### config.mk
export PLATFORM = sky130hd
export DESIGN_NAME = ir_capture_rx
export DESIGN_NICKNAME = d
export VERILOG_FILES = /design/src/rtl/ircap_pkg.sv /design/src/rtl/ircap_prescale.sv /design/src/rtl/ircap_measure.sv /design/src/rtl/ircap_fifo.sv /design/src/rtl/ir_capture_rx.sv
export SDC_FILE = /design/constraint.sdc
export NUM_CORES = 1
export LEC_CHECK = 0
export BUFFER_PORTS_ARGS = -buffer_cell sky130_fd_sc_hd__clkbuf_2
export CORE_ASPECT_RATIO = 1.2
export CORE_MARGIN = 5
export CORE_UTILIZATION = 65
export DETAILED_ROUTE_END_ITERATION = 8
export PLACE_DENSITY = 0.85
export SLEW_MARGIN = 10
export SYNTH_ARGS = -nofsm -noshare
export SYNTH_HDL_FRONTEND = slang
export SYNTH_SLANG_ARGS = --single-unit
### constraint.sdc
create_clock -name clk -period 10.8 [get_ports clk]
set_input_delay 1.62 -clock clk [delete_from_list [all_inputs] [get_ports clk]]
set_output_delay 1.62 -clock clk [all_outputs]
set_load 0.05 [all_outputs]
### src/rtl/ircap_pkg.sv
package ircap_pkg;

  localparam int BUS_W = 16;

  typedef enum logic [3:0] {
    A_CTRL   = 4'd0,
    A_DIV    = 4'd1,
    A_MAXP   = 4'd2,
    A_IEN    = 4'd3,
    A_ISTAT  = 4'd4,
    A_ICLR   = 4'd5,
    A_RXSTAT = 4'd6,
    A_SYM    = 4'd7,
    A_ACT    = 4'd8
  } reg_addr_e;

  localparam int IB_SYM  = 0;
  localparam int IB_LAST = 1;
  localparam int IB_OVR  = 2;
  localparam int IB_FULL = 3;

  typedef enum logic [1:0] {
    M_IDLE  = 2'd0,
    M_MARK  = 2'd1,
    M_SPACE = 2'd2
  } meas_state_e;

endpackage

### src/rtl/ircap_prescale.sv
module ircap_prescale #(
  parameter int DIV_W = 8
) (
  input  logic             clk,
  input  logic             rst_n,
  input  logic             run,
  input  logic [DIV_W-1:0] div,
  output logic             tick
);

  logic [DIV_W-1:0] cnt_q, cnt_d;
  logic             wrap;

  always_comb begin
    wrap = ({1'b0, cnt_q} + (DIV_W+1)'(1)) >= {1'b0, div};
    tick = run && wrap;
    if (!run || wrap) cnt_d = '0;
    else              cnt_d = cnt_q + DIV_W'(1);
  end

  always_ff @(posedge clk or negedge rst_n) begin
    if (!rst_n) cnt_q <= '0;
    else        cnt_q <= cnt_d;
  end

  // with a divisor above one, ticks never come on adjacent clocks
  assert_tick_spacing_R6: assert property (@(posedge clk) disable iff (!rst_n)
    (tick && div > DIV_W'(1)) |=> (!tick || div != $past(div)));

endmodule

### src/rtl/ircap_measure.sv
module ircap_measure
  import ircap_pkg::*;
#(
  parameter int CNT_W = 16
) (
  input  logic             clk,
  input  logic             rst_n,
  input  logic             enable,
  input  logic             invert,
  input  logic             ir_in,
  input  logic             tick,
  input  logic [CNT_W-1:0] max_per,
  output logic             push,
  output logic [CNT_W-1:0] push_mark,
  output logic [CNT_W-1:0] push_sym,
  output logic             push_last
);

  logic             s1_q, s2_q;
  logic             lvl, prev_q, prev_d, rise;
  meas_state_e      st_q, st_d;
  logic [CNT_W-1:0] mark_q, mark_d, sym_q, sym_d;

  function automatic logic [CNT_W-1:0] sat_inc(input logic [CNT_W-1:0] v);
    return (&v) ? v : v + CNT_W'(1);
  endfunction

  always_ff @(posedge clk or negedge rst_n) begin
    if (!rst_n) begin
      s1_q <= 1'b0;
      s2_q <= 1'b0;
    end else begin
      s1_q <= ir_in;
      s2_q <= s1_q;
    end
  end

  always_comb begin
    lvl    = s2_q ^ invert;
    rise   = lvl && !prev_q;
    prev_d = (!enable || tick) ? lvl : prev_q;
  end

  always_comb begin
    st_d      = st_q;
    mark_d    = mark_q;
    sym_d     = sym_q;
    push      = 1'b0;
    push_last = 1'b0;
    push_mark = mark_q;
    push_sym  = sym_q;
    if (!enable) begin
      st_d   = M_IDLE;
      mark_d = '0;
      sym_d  = '0;
    end else if (tick) begin
      case (st_q)
        M_IDLE: begin
          if (rise) begin
            st_d   = M_MARK;
            mark_d = CNT_W'(1);
            sym_d  = CNT_W'(1);
          end
        end
        M_MARK: begin
          sym_d = sat_inc(sym_q);
          if (lvl) mark_d = sat_inc(mark_q);
          else     st_d   = M_SPACE;
        end
        M_SPACE: begin
          if (rise) begin
            push   = 1'b1;
            st_d   = M_MARK;
            mark_d = CNT_W'(1);
            sym_d  = CNT_W'(1);
          end else if (sym_q >= max_per) begin
            push      = 1'b1;
            push_last = 1'b1;
            push_sym  = '1;
            st_d      = M_IDLE;
            mark_d    = '0;
            sym_d     = '0;
          end else begin
            sym_d = sat_inc(sym_q);
          end
        end
        default: st_d = M_IDLE;
      endcase
    end
  end

  always_ff @(posedge clk or negedge rst_n) begin
    if (!rst_n) begin
      prev_q <= 1'b0;
      st_q   <= M_IDLE;
      mark_q <= '0;
      sym_q  <= '0;
    end else begin
      prev_q <= prev_d;
      st_q   <= st_d;
      mark_q <= mark_d;
      sym_q  <= sym_d;
    end
  end

  // a completed symbol always has a period longer than its active time
  assert_mark_below_period_R2: assert property (@(posedge clk) disable iff (!rst_n)
    (push && !push_last) |-> (push_mark < push_sym));

  // an end-of-train entry only follows an expired maximum period
  assert_timeout_code_R3: assert property (@(posedge clk) disable iff (!rst_n)
    push_last |-> (push && push_sym == '1 && sym_q >= max_per));

endmodule

### src/rtl/ircap_fifo.sv
module ircap_fifo #(
  parameter int DEPTH = 8,
  parameter int W     = 32
) (
  input  logic                         clk,
  input  logic                         rst_n,
  input  logic                         wr,
  input  logic [W-1:0]                 wdata,
  input  logic                         rd,
  output logic [W-1:0]                 rdata,
  output logic                         empty,
  output logic                         full,
  output logic                         drop,
  output logic [$clog2(DEPTH+1)-1:0]   fill
);

  localparam int PW = (DEPTH > 1) ? $clog2(DEPTH) : 1;
  localparam int CW = $clog2(DEPTH+1);

  logic [W-1:0]  mem [DEPTH];
  logic [PW-1:0] wp_q, wp_d, rp_q, rp_d;
  logic [CW-1:0] fill_q, fill_d;
  logic          wr_ok, rd_ok;

  function automatic logic [PW-1:0] nxt(input logic [PW-1:0] p);
    return (p == PW'(DEPTH-1)) ? '0 : p + PW'(1);
  endfunction

  always_comb begin
    full  = (fill_q == CW'(DEPTH));
    empty = (fill_q == '0);
    wr_ok = wr && !full;
    rd_ok = rd && !empty;
    drop  = wr && full;
    wp_d  = wr_ok ? nxt(wp_q) : wp_q;
    rp_d  = rd_ok ? nxt(rp_q) : rp_q;
    case ({wr_ok, rd_ok})
      2'b10:   fill_d = fill_q + CW'(1);
      2'b01:   fill_d = fill_q - CW'(1);
      default: fill_d = fill_q;
    endcase
    rdata = mem[rp_q];
    fill  = fill_q;
  end

  always_ff @(posedge clk or negedge rst_n) begin
    if (!rst_n) begin
      wp_q   <= '0;
      rp_q   <= '0;
      fill_q <= '0;
    end else begin
      wp_q   <= wp_d;
      rp_q   <= rp_d;
      fill_q <= fill_d;
    end
  end

  always_ff @(posedge clk) begin
    if (wr_ok) mem[wp_q] <= wdata;
  end

  // occupancy never exceeds the configured depth
  assert_fill_bounded_R7: assert property (@(posedge clk) disable iff (!rst_n)
    fill_q <= CW'(DEPTH));

  // a write into a full FIFO without a read leaves it full
  assert_full_holds_R8: assert property (@(posedge clk) disable iff (!rst_n)
    (full && wr && !rd) |=> full);

endmodule

### src/rtl/ir_capture_rx.sv
module ir_capture_rx
  import ircap_pkg::*;
#(
  parameter int DIV_W = 8,
  parameter int CNT_W = 16,
  parameter int DEPTH = 8
) (
  input  logic        clk,
  input  logic        rst_n,
  input  logic        ir_in,
  input  logic [3:0]  bus_addr,
  input  logic        bus_wr,
  input  logic        bus_rd,
  input  logic [15:0] bus_wdata,
  output logic [15:0] bus_rdata,
  output logic        irq
);

  localparam int CW    = $clog2(DEPTH+1);
  localparam int ENT_W = 2 * CNT_W;

  logic             en_q, en_d, inv_q, inv_d;
  logic [DIV_W-1:0] div_q, div_d;
  logic [CNT_W-1:0] maxp_q, maxp_d;
  logic [3:0]       ien_q, ien_d, ist_q, ist_d, ist_set, ist_clr;

  logic             tick;
  logic             m_push, m_last;
  logic [CNT_W-1:0] m_mark, m_sym;
  logic [ENT_W-1:0] f_head;
  logic             f_empty, f_full, f_drop, f_pop, f_wr_ok;
  logic [CW-1:0]    f_fill;
  reg_addr_e        addr;

  ircap_prescale #(.DIV_W(DIV_W)) u_pre (
    .clk  (clk),
    .rst_n(rst_n),
    .run  (en_q),
    .div  (div_q),
    .tick (tick)
  );

  ircap_measure #(.CNT_W(CNT_W)) u_meas (
    .clk      (clk),
    .rst_n    (rst_n),
    .enable   (en_q),
    .invert   (inv_q),
    .ir_in    (ir_in),
    .tick     (tick),
    .max_per  (maxp_q),
    .push     (m_push),
    .push_mark(m_mark),
    .push_sym (m_sym),
    .push_last(m_last)
  );

  ircap_fifo #(.DEPTH(DEPTH), .W(ENT_W)) u_fifo (
    .clk  (clk),
    .rst_n(rst_n),
    .wr   (m_push),
    .wdata({m_mark, m_sym}),
    .rd   (f_pop),
    .rdata(f_head),
    .empty(f_empty),
    .full (f_full),
    .drop (f_drop),
    .fill (f_fill)
  );

  always_comb begin
    addr    = reg_addr_e'(bus_addr);
    f_pop   = bus_rd && (addr == A_ACT);
    f_wr_ok = m_push && !f_full;

    en_d   = en_q;
    inv_d  = inv_q;
    div_d  = div_q;
    maxp_d = maxp_q;
    ien_d  = ien_q;
    ist_clr = 4'b0;
    if (bus_wr) begin
      case (addr)
        A_CTRL: begin
          en_d  = bus_wdata[0];
          inv_d = bus_wdata[1];
        end
        A_DIV:   div_d   = bus_wdata[DIV_W-1:0];
        A_MAXP:  maxp_d  = bus_wdata[CNT_W-1:0];
        A_IEN:   ien_d   = bus_wdata[3:0];
        A_ICLR:  ist_clr = bus_wdata[3:0];
        default: ;
      endcase
    end

    ist_set           = 4'b0;
    ist_set[IB_SYM]   = f_wr_ok;
    ist_set[IB_LAST]  = m_push && m_last;
    ist_set[IB_OVR]   = f_drop;
    ist_set[IB_FULL]  = f_wr_ok && (f_fill == CW'(DEPTH-1));
    ist_d = (ist_q & ~ist_clr) | ist_set;

    irq = |(ist_q & ien_q);
  end

  always_comb begin
    bus_rdata = 16'h0;
    if (bus_rd) begin
      case (addr)
        A_CTRL:   bus_rdata = {14'b0, inv_q, en_q};
        A_DIV:    bus_rdata = 16'(div_q);
        A_MAXP:   bus_rdata = 16'(maxp_q);
        A_IEN:    bus_rdata = {12'b0, ien_q};
        A_ISTAT:  bus_rdata = {12'b0, ist_q};
        A_RXSTAT: bus_rdata = {8'(f_fill), 5'b0, ist_q[IB_OVR], 2'b0};
        A_SYM:    bus_rdata = f_empty ? 16'h0 : 16'(f_head[CNT_W-1:0]);
        A_ACT:    bus_rdata = f_empty ? 16'h0 : 16'(f_head[ENT_W-1:CNT_W]);
        default:  bus_rdata = 16'h0;
      endcase
    end
  end

  always_ff @(posedge clk or negedge rst_n) begin
    if (!rst_n) begin
      en_q   <= 1'b0;
      inv_q  <= 1'b0;
      div_q  <= '0;
      maxp_q <= '0;
      ien_q  <= '0;
      ist_q  <= '0;
    end else begin
      en_q   <= en_d;
      inv_q  <= inv_d;
      div_q  <= div_d;
      maxp_q <= maxp_d;
      ien_q  <= ien_d;
      ist_q  <= ist_d;
    end
  end

  // nothing is measured while the receiver is switched off
  assert_off_no_push_R5: assert property (@(posedge clk) disable iff (!rst_n)
    !en_q |-> !m_push);

  // with every enable clear the interrupt stays low
  assert_irq_gated_R10: assert property (@(posedge clk) disable iff (!rst_n)
    (ien_q == 4'b0) |-> !irq);

  // overrun status persists until software clears it
  assert_overrun_sticky_R8: assert property (@(posedge clk) disable iff (!rst_n)
    (ist_q[IB_OVR] && !(bus_wr && addr == A_ICLR && bus_wdata[IB_OVR])) |=> ist_q[IB_OVR]);

endmodule

==> results.py, run 1 <==
metrics = {
    "drt": {
        "drtPass1Iterations": 6,
        "routedLengthMet1_um": 13370,
        "wl_met3_um": 2583,
        "initialDrtViolationCount": 1152,
        "drc_errors": 0,
        "totalWireLength_um": 36740,
        "vias": 9604,
        "routed_via_density": 6.802,
        "met2_wirelength_um": 18720,
        "average_routed_wire_per_standard_cell_um": 26.02,
        "topmost_layer_with_routed_signal_wires": "met4",
        "antenna_violating_nets_post_route": 0,
    },
    "global_routing": {
        "grt_pass1_vias": 9569,
        "grt_max_degree": 76,
        "grt_pass1_wl_um": 56560,
        "grtUsageTotal": 0.2793,
        "antenna_found_initial": 0,
        "global_route.overflow_total": 0,
    },
    "run": {
        "maxCapViolCount": 0,
    },
    "yosys": {
        "synthArstFlopShare": 0.2580,
        "postSynth.topFlopCell": "sky130_fd_sc_hd__edfxtp_1",
        "yosys.cell_types.count": 70,
        "synth-seq-cells": 345,
        "synthMostInstantiatedCell": "sky130_fd_sc_hd__edfxtp_1",
        "yosysTopAreaCellShare": 0.4959,
        "postSynthNetCount": 1093,
        "synth_top_area_cell": "sky130_fd_sc_hd__edfxtp_1",
        "netlist_top_cells_count": "sky130_fd_sc_hd__edfxtp_1 (256), sky130_fd_sc_hd__dfrtp_1 (89), sky130_fd_sc_hd__mux4_2 (64)",
        "yosysWarnings": 0,
        "synth.avg_cell_area_um2": 15.06,
        "ys_seq_area_frac": 0.6396,
        "synthTopCellsByArea": "sky130_fd_sc_hd__edfxtp_1 (50%), sky130_fd_sc_hd__dfrtp_1 (14%), sky130_fd_sc_hd__mux4_2 (9.3%), sky130_fd_sc_hd__ha_1 (3.1%), sky130_fd_sc_hd__mux2_2 (2.6%)",
        "synth_enable_flop_cells": 256,
        "synth.cell_area_um2": 15500,
        "synth_cells": 1029,
    },
    "power": {
        "leakage_nw": 5.853,
        "clock_power_share": 0.337,
        "seqPwrFrac": 0.474,
        "p_switching_uw": 937.3,
        "totalPowerFinal_mw": 3.366,
        "worst_vdd_drop_v": 0.0001217,
        "cell_internal_pwr_mw": 2.429,
        "powerDensity_nw_per_um2": 196.8,
        "netSwitchingFraction": 0.2785,
        "pwr-share-comb": 0.189,
    },
    "sta": {
        "fmax_ghz": 0.1773,
        "final_max_slew_viol_count": 0,
        "final.period_utilization": 0.5223,
        "fin_tns_setup_ps": 0,
        "final-hold-violation-count": 0,
        "final_period_minus_worst_setup_slack_ps": 5641,
        "worst_slack_setup_final_ps": 5159,
        "setup_viol_count_final": 0,
        "worst_slew_margin_rel": 0.2629,
        "worst_clock_skew_ps": 28.30,
        "grt_setup_unrepaired": "no",
        "worst-slew-pin-transition_ps": 1100,
    },
    "die": {
        "die-height_um": 179.2,
        "io_pins": 42,
        "rows": 62,
        "core_region_area_um2": 23740,
        "die_width_um": 151.0,
        "floorplan.die_area_um2": 27050,
        "starting_density": 0.6530,
    },
    "hold_path": {
        "worst_hold_path.num_cells": 0,
        "timing.hold.worst.class": "flip-flop to flip-flop",
    },
    "clock_network": {
        "cts_inserted_buffers": 31,
        "post_cts_buffers": 0,
        "hold_buffers": 0,
        "path_clk_slew_ps": 60,
        "cts_resized": 0,
        "tritoncts": "yes",
        "cts_max_path_buffers": 3,
        "root_buffer": "sky130_fd_sc_hd__clkbuf_16",
        "worstSkewPairLatency_ps": 570,
        "cts.sinks": 345,
        "htree_levels": 1,
    },
    "placement": {
        "hpwl_um": 22770,
        "globalplace.congestion": 0.8960,
        "io_port_bufs": 41,
        "placement.setup.worst_slack_ps": 5229,
    },
    "outcome": {
        "run_status": "completed",
    },
    "finish": {
        "final_nets": 1132,
        "area.growth.synth_to_final_pct": 10.37,
        "post_route_cells_drive_above_1_share": 0.2125,
        "antenna_cells_inserted": 0,
    },
    "worst_setup_path": {
        "cp-end-kind": "primary output",
        "timing.critical_path.mode_cell": "sky130_fd_sc_hd__clkbuf_2",
        "crit_path_max_incr_delay_ps": 710,
        "critical_path_fanout_max": 13,
        "worstPathRequired_ps": 9180,
        "setup.worst_path.class": "primary input to primary output",
        "crit_chain": "clkbuf_2, nor2b_1, nand3_1, o22ai_1, a222oi_1, nor2_1, clkbuf_2",
        "crit_slowest_cell": "sky130_fd_sc_hd__o22ai_1",
        "timing.critical_path.from_type": "primary input",
        "cp_arrival_ps": 4020,
        "worst_r2r_path_depth": 11,
    },
}
-- cell families after synthesis --
logic type | Yosys count | synth area share
mux | 130 | 0.1386
buf+inv | 102 | 0.02696
fa+ha+maj | 39 | 0.03148
simple gates | 254 | 0.08306
compound gates | 145 | 0.07241
flops | 345 | 0.6396
xor+xnor | 14 | 0.007910
-- power groups by stage --
| stage | Combinational (mW) | Sequential (mW) | Clock [mW] |
|---|---|---|---|
| 2_1_floorplan | 0.555 | 1.52 | 0 |
| 3_3_place_gp | 0.608 | 1.62 | 0 |
| 3_5_place_dp | 0.621 | 1.62 | 0 |
| 4_1_cts | 0.637 | 1.60 | 1.14 |
| 5_1_grt | 0.682 | 1.61 | 1.20 |
| 6_report | 0.638 | 1.59 | 1.13 |
-- cell type report --
type | instances | area [um^2]
sequential | 345 | 9921
fill | 1465 | 6629
multi-input combinational | 582 | 5220
clock buffer | 40 | 829.5
tap | 320 | 400.4
timing repair buffer | 57 | 327.8
clock inverter | 17 | 219.0
inverter | 51 | 191.4
-- per-stage QoR --
step	utilization	cells	hold slack (ps)	area [um^2]
after detailed placement	0.6764	1355	334.7	16060
after CTS	0.7205	1412	349.0	17100
after floorplan	-	1029	331.2	15500
after global placement	0.6764	1355	335.3	16060
after global routing	0.7207	1412	373.6	17110
final	0.7207	1412	348.9	17110
-- critical path: cells and delay by family --
family,cells,cell delay (ps)
buffers and inverters,2,530
AO/OA/AOI/OAI,2,890
AND/OR/NAND/NOR,3,950
-- worst paths after layout --
path | start | to | slack [ps]
max | bus_addr[2] | bus_rdata[10] | 5160
min | u_meas.s1_q | u_meas.s2_q | 350
max reg2reg | u_pre.cnt_q[0] | u_fifo.mem[6][31] | 6380
min reg2reg | u_meas.s1_q | u_meas.s2_q | 350
max in group asynchronous | rst_n | u_meas.push_mark[12] | 8610
min in group asynchronous | rst_n | maxp_q[12] | 890
-- placed cells by master, fill, tap and decap left out, drive strengths merged, types with 3 or more instances in the layout --
cell type | Yosys | layout
edfxtp | 256 | 256
dfrtp | 89 | 89
clkbuf | 30 | 80
mux4 | 64 | 64
nand2 | 60 | 60
inv | 51 | 52
nor2 | 45 | 45
nand3 | 44 | 44
ha | 39 | 39
mux2 | 37 | 37
mux2i | 29 | 29
nand4 | 25 | 25
a21oi | 23 | 23
nand2b | 17 | 17
buf | 21 | 17
o22ai | 16 | 16
a22oi | 15 | 15
o211ai | 15 | 15
nor3 | 13 | 13
o21ai | 12 | 12
nor2b | 12 | 12
o311ai | 9 | 9
xor2 | 8 | 8
a221oi | 8 | 8
a222oi | 8 | 8
and3 | 8 | 8
a31oi | 8 | 8
or3 | 7 | 7
nor4 | 7 | 7
clkinv | 0 | 7
xnor2 | 6 | 6
a21o | 6 | 6
and2 | 6 | 6
bufinv | 0 | 5
nand3b | 4 | 4
clkinvlp | 0 | 4
o21a | 3 | 3
o221ai | 3 | 3
-- state kept, by name, indices dropped and copies added, names as in the netlist, 2 cells and up --
signal            flops
u_fifo.rp_q           3
u_fifo.wp_q           3
div_q                 8
u_fifo.fill           4
maxp_q               16
u_pre.cnt_q           8
u_meas.push_mark     16
ist_q                 4
u_fifo.mem          256
ien_q                 4
u_meas.sym_q         16
u_meas.st_q           2
-- per-layer routing --
| layer | track usage | vias up |
|---|---|---|
| met5 | 0 | - |
| met1 | 0.3737 | 4817 |
| li1 | - | 4124 |
| met2 | 0.4647 | 569 |
| met4 | 0.1293 | 0 |
| met3 | 0.03186 | 94 |
Power figures use the tool's default switching activity.
==> inputs of run 2 (changes only) <==
--- a/config.mk
+++ b/config.mk
@@ -8,9 +8,9 @@
 export BUFFER_PORTS_ARGS = -buffer_cell sky130_fd_sc_hd__clkbuf_2
 export CORE_ASPECT_RATIO = 1.2
 export CORE_MARGIN = 5
-export CORE_UTILIZATION = 65
+export CORE_UTILIZATION = 62
 export DETAILED_ROUTE_END_ITERATION = 8
-export PLACE_DENSITY = 0.85
+export PLACE_DENSITY = 0.81
 export SLEW_MARGIN = 10
 export SYNTH_ARGS = -nofsm -noshare
 export SYNTH_HDL_FRONTEND = slang
==> constraint.sdc (replaced) <==
create_clock -name clk -period 5.4 [get_ports clk]
set_input_delay 0.81 -clock clk [delete_from_list [all_inputs] [get_ports clk]]
set_output_delay 0.81 -clock clk [all_outputs]
set_load 0.05 [all_outputs]
==> results.py, run 2 (synthesis results as in run 1) <==
metrics = {
    "global_routing": {
        "grtUsageTotal": 0.2504,
        "grt_max_degree": 70,
        "grt_pass1_vias": 9588,
        "global_route.overflow_total": 0,
        "antenna_found_initial": 0,
        "grt_pass1_wl_um": 54860,
    },
    "die": {
        "core_region_area_um2": 24670,
        "io_pins": 42,
        "rows": 63,
        "die_width_um": 154.3,
        "floorplan.die_area_um2": 28280,
        "die-height_um": 183.2,
        "starting_density": 0.6283,
    },
    "worst_setup_path": {
        "timing.critical_path.from_type": "flip-flop",
        "critical_path.top_delay_family": "flip-flops",
        "critical_path_fanout_max": 34,
        "timing.critical_path.buf_inv": 2,
        "crit_chain": "buf_12, mux4_2, mux2i_1, o22ai_1, a222oi_1, nor2_1, clkbuf_2",
        "cp-end-kind": "primary output",
        "setup.worst_path.class": "flip-flop to primary output",
        "crit_path_max_incr_delay_ps": 870,
        "cp_arrival_ps": 3520,
        "worstPathRequired_ps": 4590,
        "crit_slowest_cell": "sky130_fd_sc_hd__dfrtp_4",
    },
    "power": {
        "leakage_nw": 5.917,
        "totalPowerFinal_mw": 6.712,
        "worst_vdd_drop_v": 0.0002828,
        "powerDensity_nw_per_um2": 391.0,
    },
    "finish": {
        "filler_cell_count": 1545,
        "antenna_cells_inserted": 0,
        "layout.area.seq_um2": 9921,
        "most-common-layout-cells": "sky130_fd_sc_hd__edfxtp_1 (256), sky130_fd_sc_hd__dfrtp_1 (86), sky130_fd_sc_hd__mux4_2 (64)",
        "final_nets": 1138,
        "post_route_cells_drive_above_1_share": 0.2138,
        "area.growth.synth_to_final_pct": 10.73,
        "multi_input_comb_area_um2": 5224,
        "finalInstanceArea_um2": 17160,
        "regMostFlops": "u_fifo.mem",
        "largest_register_ff_count": 256,
        "final_core_utilization": 0.6957,
        "instances_no_fill": 1424,
        "layout.cells.most_common": "sky130_fd_sc_hd__edfxtp_1",
    },
    "drt": {
        "drc_errors": 0,
        "wl_met3_um": 2430,
        "routedLengthMet1_um": 12780,
        "met2_wirelength_um": 18130,
        "routed_via_density": 6.612,
        "initialDrtViolationCount": 1087,
        "average_routed_wire_per_standard_cell_um": 24.49,
        "antenna_violating_nets_post_route": 0,
        "drtPass1Iterations": 6,
        "topmost_layer_with_routed_signal_wires": "met4",
        "totalWireLength_um": 34880,
        "vias": 9416,
    },
    "clock_network": {
        "cts.sinks": 345,
        "cts_max_path_buffers": 3,
        "cts_inserted_buffers": 34,
        "tritoncts": "yes",
        "hold_buffers": 0,
        "post_cts_buffers": 0,
        "path_clk_slew_ps": 60,
        "worstSkewPairLatency_ps": 500,
        "htree_levels": 2,
        "cts_resized": 0,
        "root_buffer": "sky130_fd_sc_hd__clkbuf_16",
    },
    "sta": {
        "final_period_minus_worst_setup_slack_ps": 4331,
        "final-hold-violation-count": 0,
        "fmax_ghz": 0.2309,
        "grt_setup_unrepaired": "no",
        "final_max_slew_viol_count": 0,
        "final.period_utilization": 0.8021,
        "setup_viol_count_final": 0,
        "worst_clock_skew_ps": 13.41,
        "worst-slew-pin-transition_ps": 1085,
        "worst_slew_margin_rel": 0.2704,
    },
    "placement": {
        "globalplace.congestion": 0.9337,
        "placed_area_um2": 16120,
        "hpwl_um": 22560,
        "io_port_bufs": 41,
        "placed_cells": 1363,
    },
    "outcome": {
        "run_status": "completed",
    },
    "hold_path": {
        "timing.hold.worst.class": "primary input to async pin",
    },
    "run": {
        "maxCapViolCount": 0,
    },
}
## run 2: worst register-to-register path: stages, from the launching register on
cell                       delay, ps
sky130_fd_sc_hd__dfrtp_1         400
sky130_fd_sc_hd__ha_1            200
sky130_fd_sc_hd__nand3_1         140
sky130_fd_sc_hd__nor2_1          150
sky130_fd_sc_hd__xor2_1          200
sky130_fd_sc_hd__ha_1            280
sky130_fd_sc_hd__and3_1          190
sky130_fd_sc_hd__a221oi_1        270
sky130_fd_sc_hd__o21a_1          330
sky130_fd_sc_hd__a21oi_1         160
sky130_fd_sc_hd__o211ai_2        390
sky130_fd_sc_hd__ha_1            430
sky130_fd_sc_hd__xor2_1          120
sky130_fd_sc_hd__ha_1            190
sky130_fd_sc_hd__a21oi_1         180
sky130_fd_sc_hd__xor2_1          190
sky130_fd_sc_hd__nor2_1           70
sky130_fd_sc_hd__xor2_1          140
## run 2: layout make-up
cell class	instances	area share
repair buffers	60	0.02187
inverters	51	0.01115
flip-flops and latches	345	0.5780
clock buffers	49	0.05584
clock inverters	12	0.005103
well taps	325	0.02369
multi-input cells	582	0.3043
## run 2: path summary, 6_finish.rpt
check / slack (ps) / to / start / depth (start not counted)
max: 1070 / bus_rdata[4] / u_fifo.rp_q[0] / 7
min: 180 / maxp_q[12] / rst_n / 1
max reg2reg: 1260 / u_fifo.fill[2] / u_pre.cnt_q[0] / 17
min reg2reg: 350 / u_meas.s2_q / u_meas.s1_q / 0
max in group asynchronous: 4040 / u_meas.st_q[0] / rst_n / 2
min in group clk: 350 / u_meas.s2_q / u_meas.s1_q / 0
## run 2: where the power goes
| part | total, mW | switching (mW) | leakage [nW] | internal, mW |
|---|---|---|---|---|
| Clock | 2.22 | 0.937 | 0.513 | 1.29 |
| Sequential | 3.18 | 0.254 | 3.26 | 2.93 |
| Combinational | 1.31 | 0.679 | 2.15 | 0.629 |
## run 2: stage by stage
stage | hold slack [ps] | worst slack [ps] | TNS (ps)
final | 183.9 | 1069 | 0
after global routing | 197.2 | 885.5 | 0
after CTS | 179.1 | 1009 | 0
after detailed placement | 337.1 | 1362 | 0
after global placement | 336.5 | 1516 | 0
after floorplan | 331.2 | -475.0 | -60790
## run 2: layer usage
metal,vias up,global-route usage
met3,95,0.03918
met5,-,0
met4,0,0.1011
met2,464,0.4334
met1,4732,0.3199
li1,4125,-
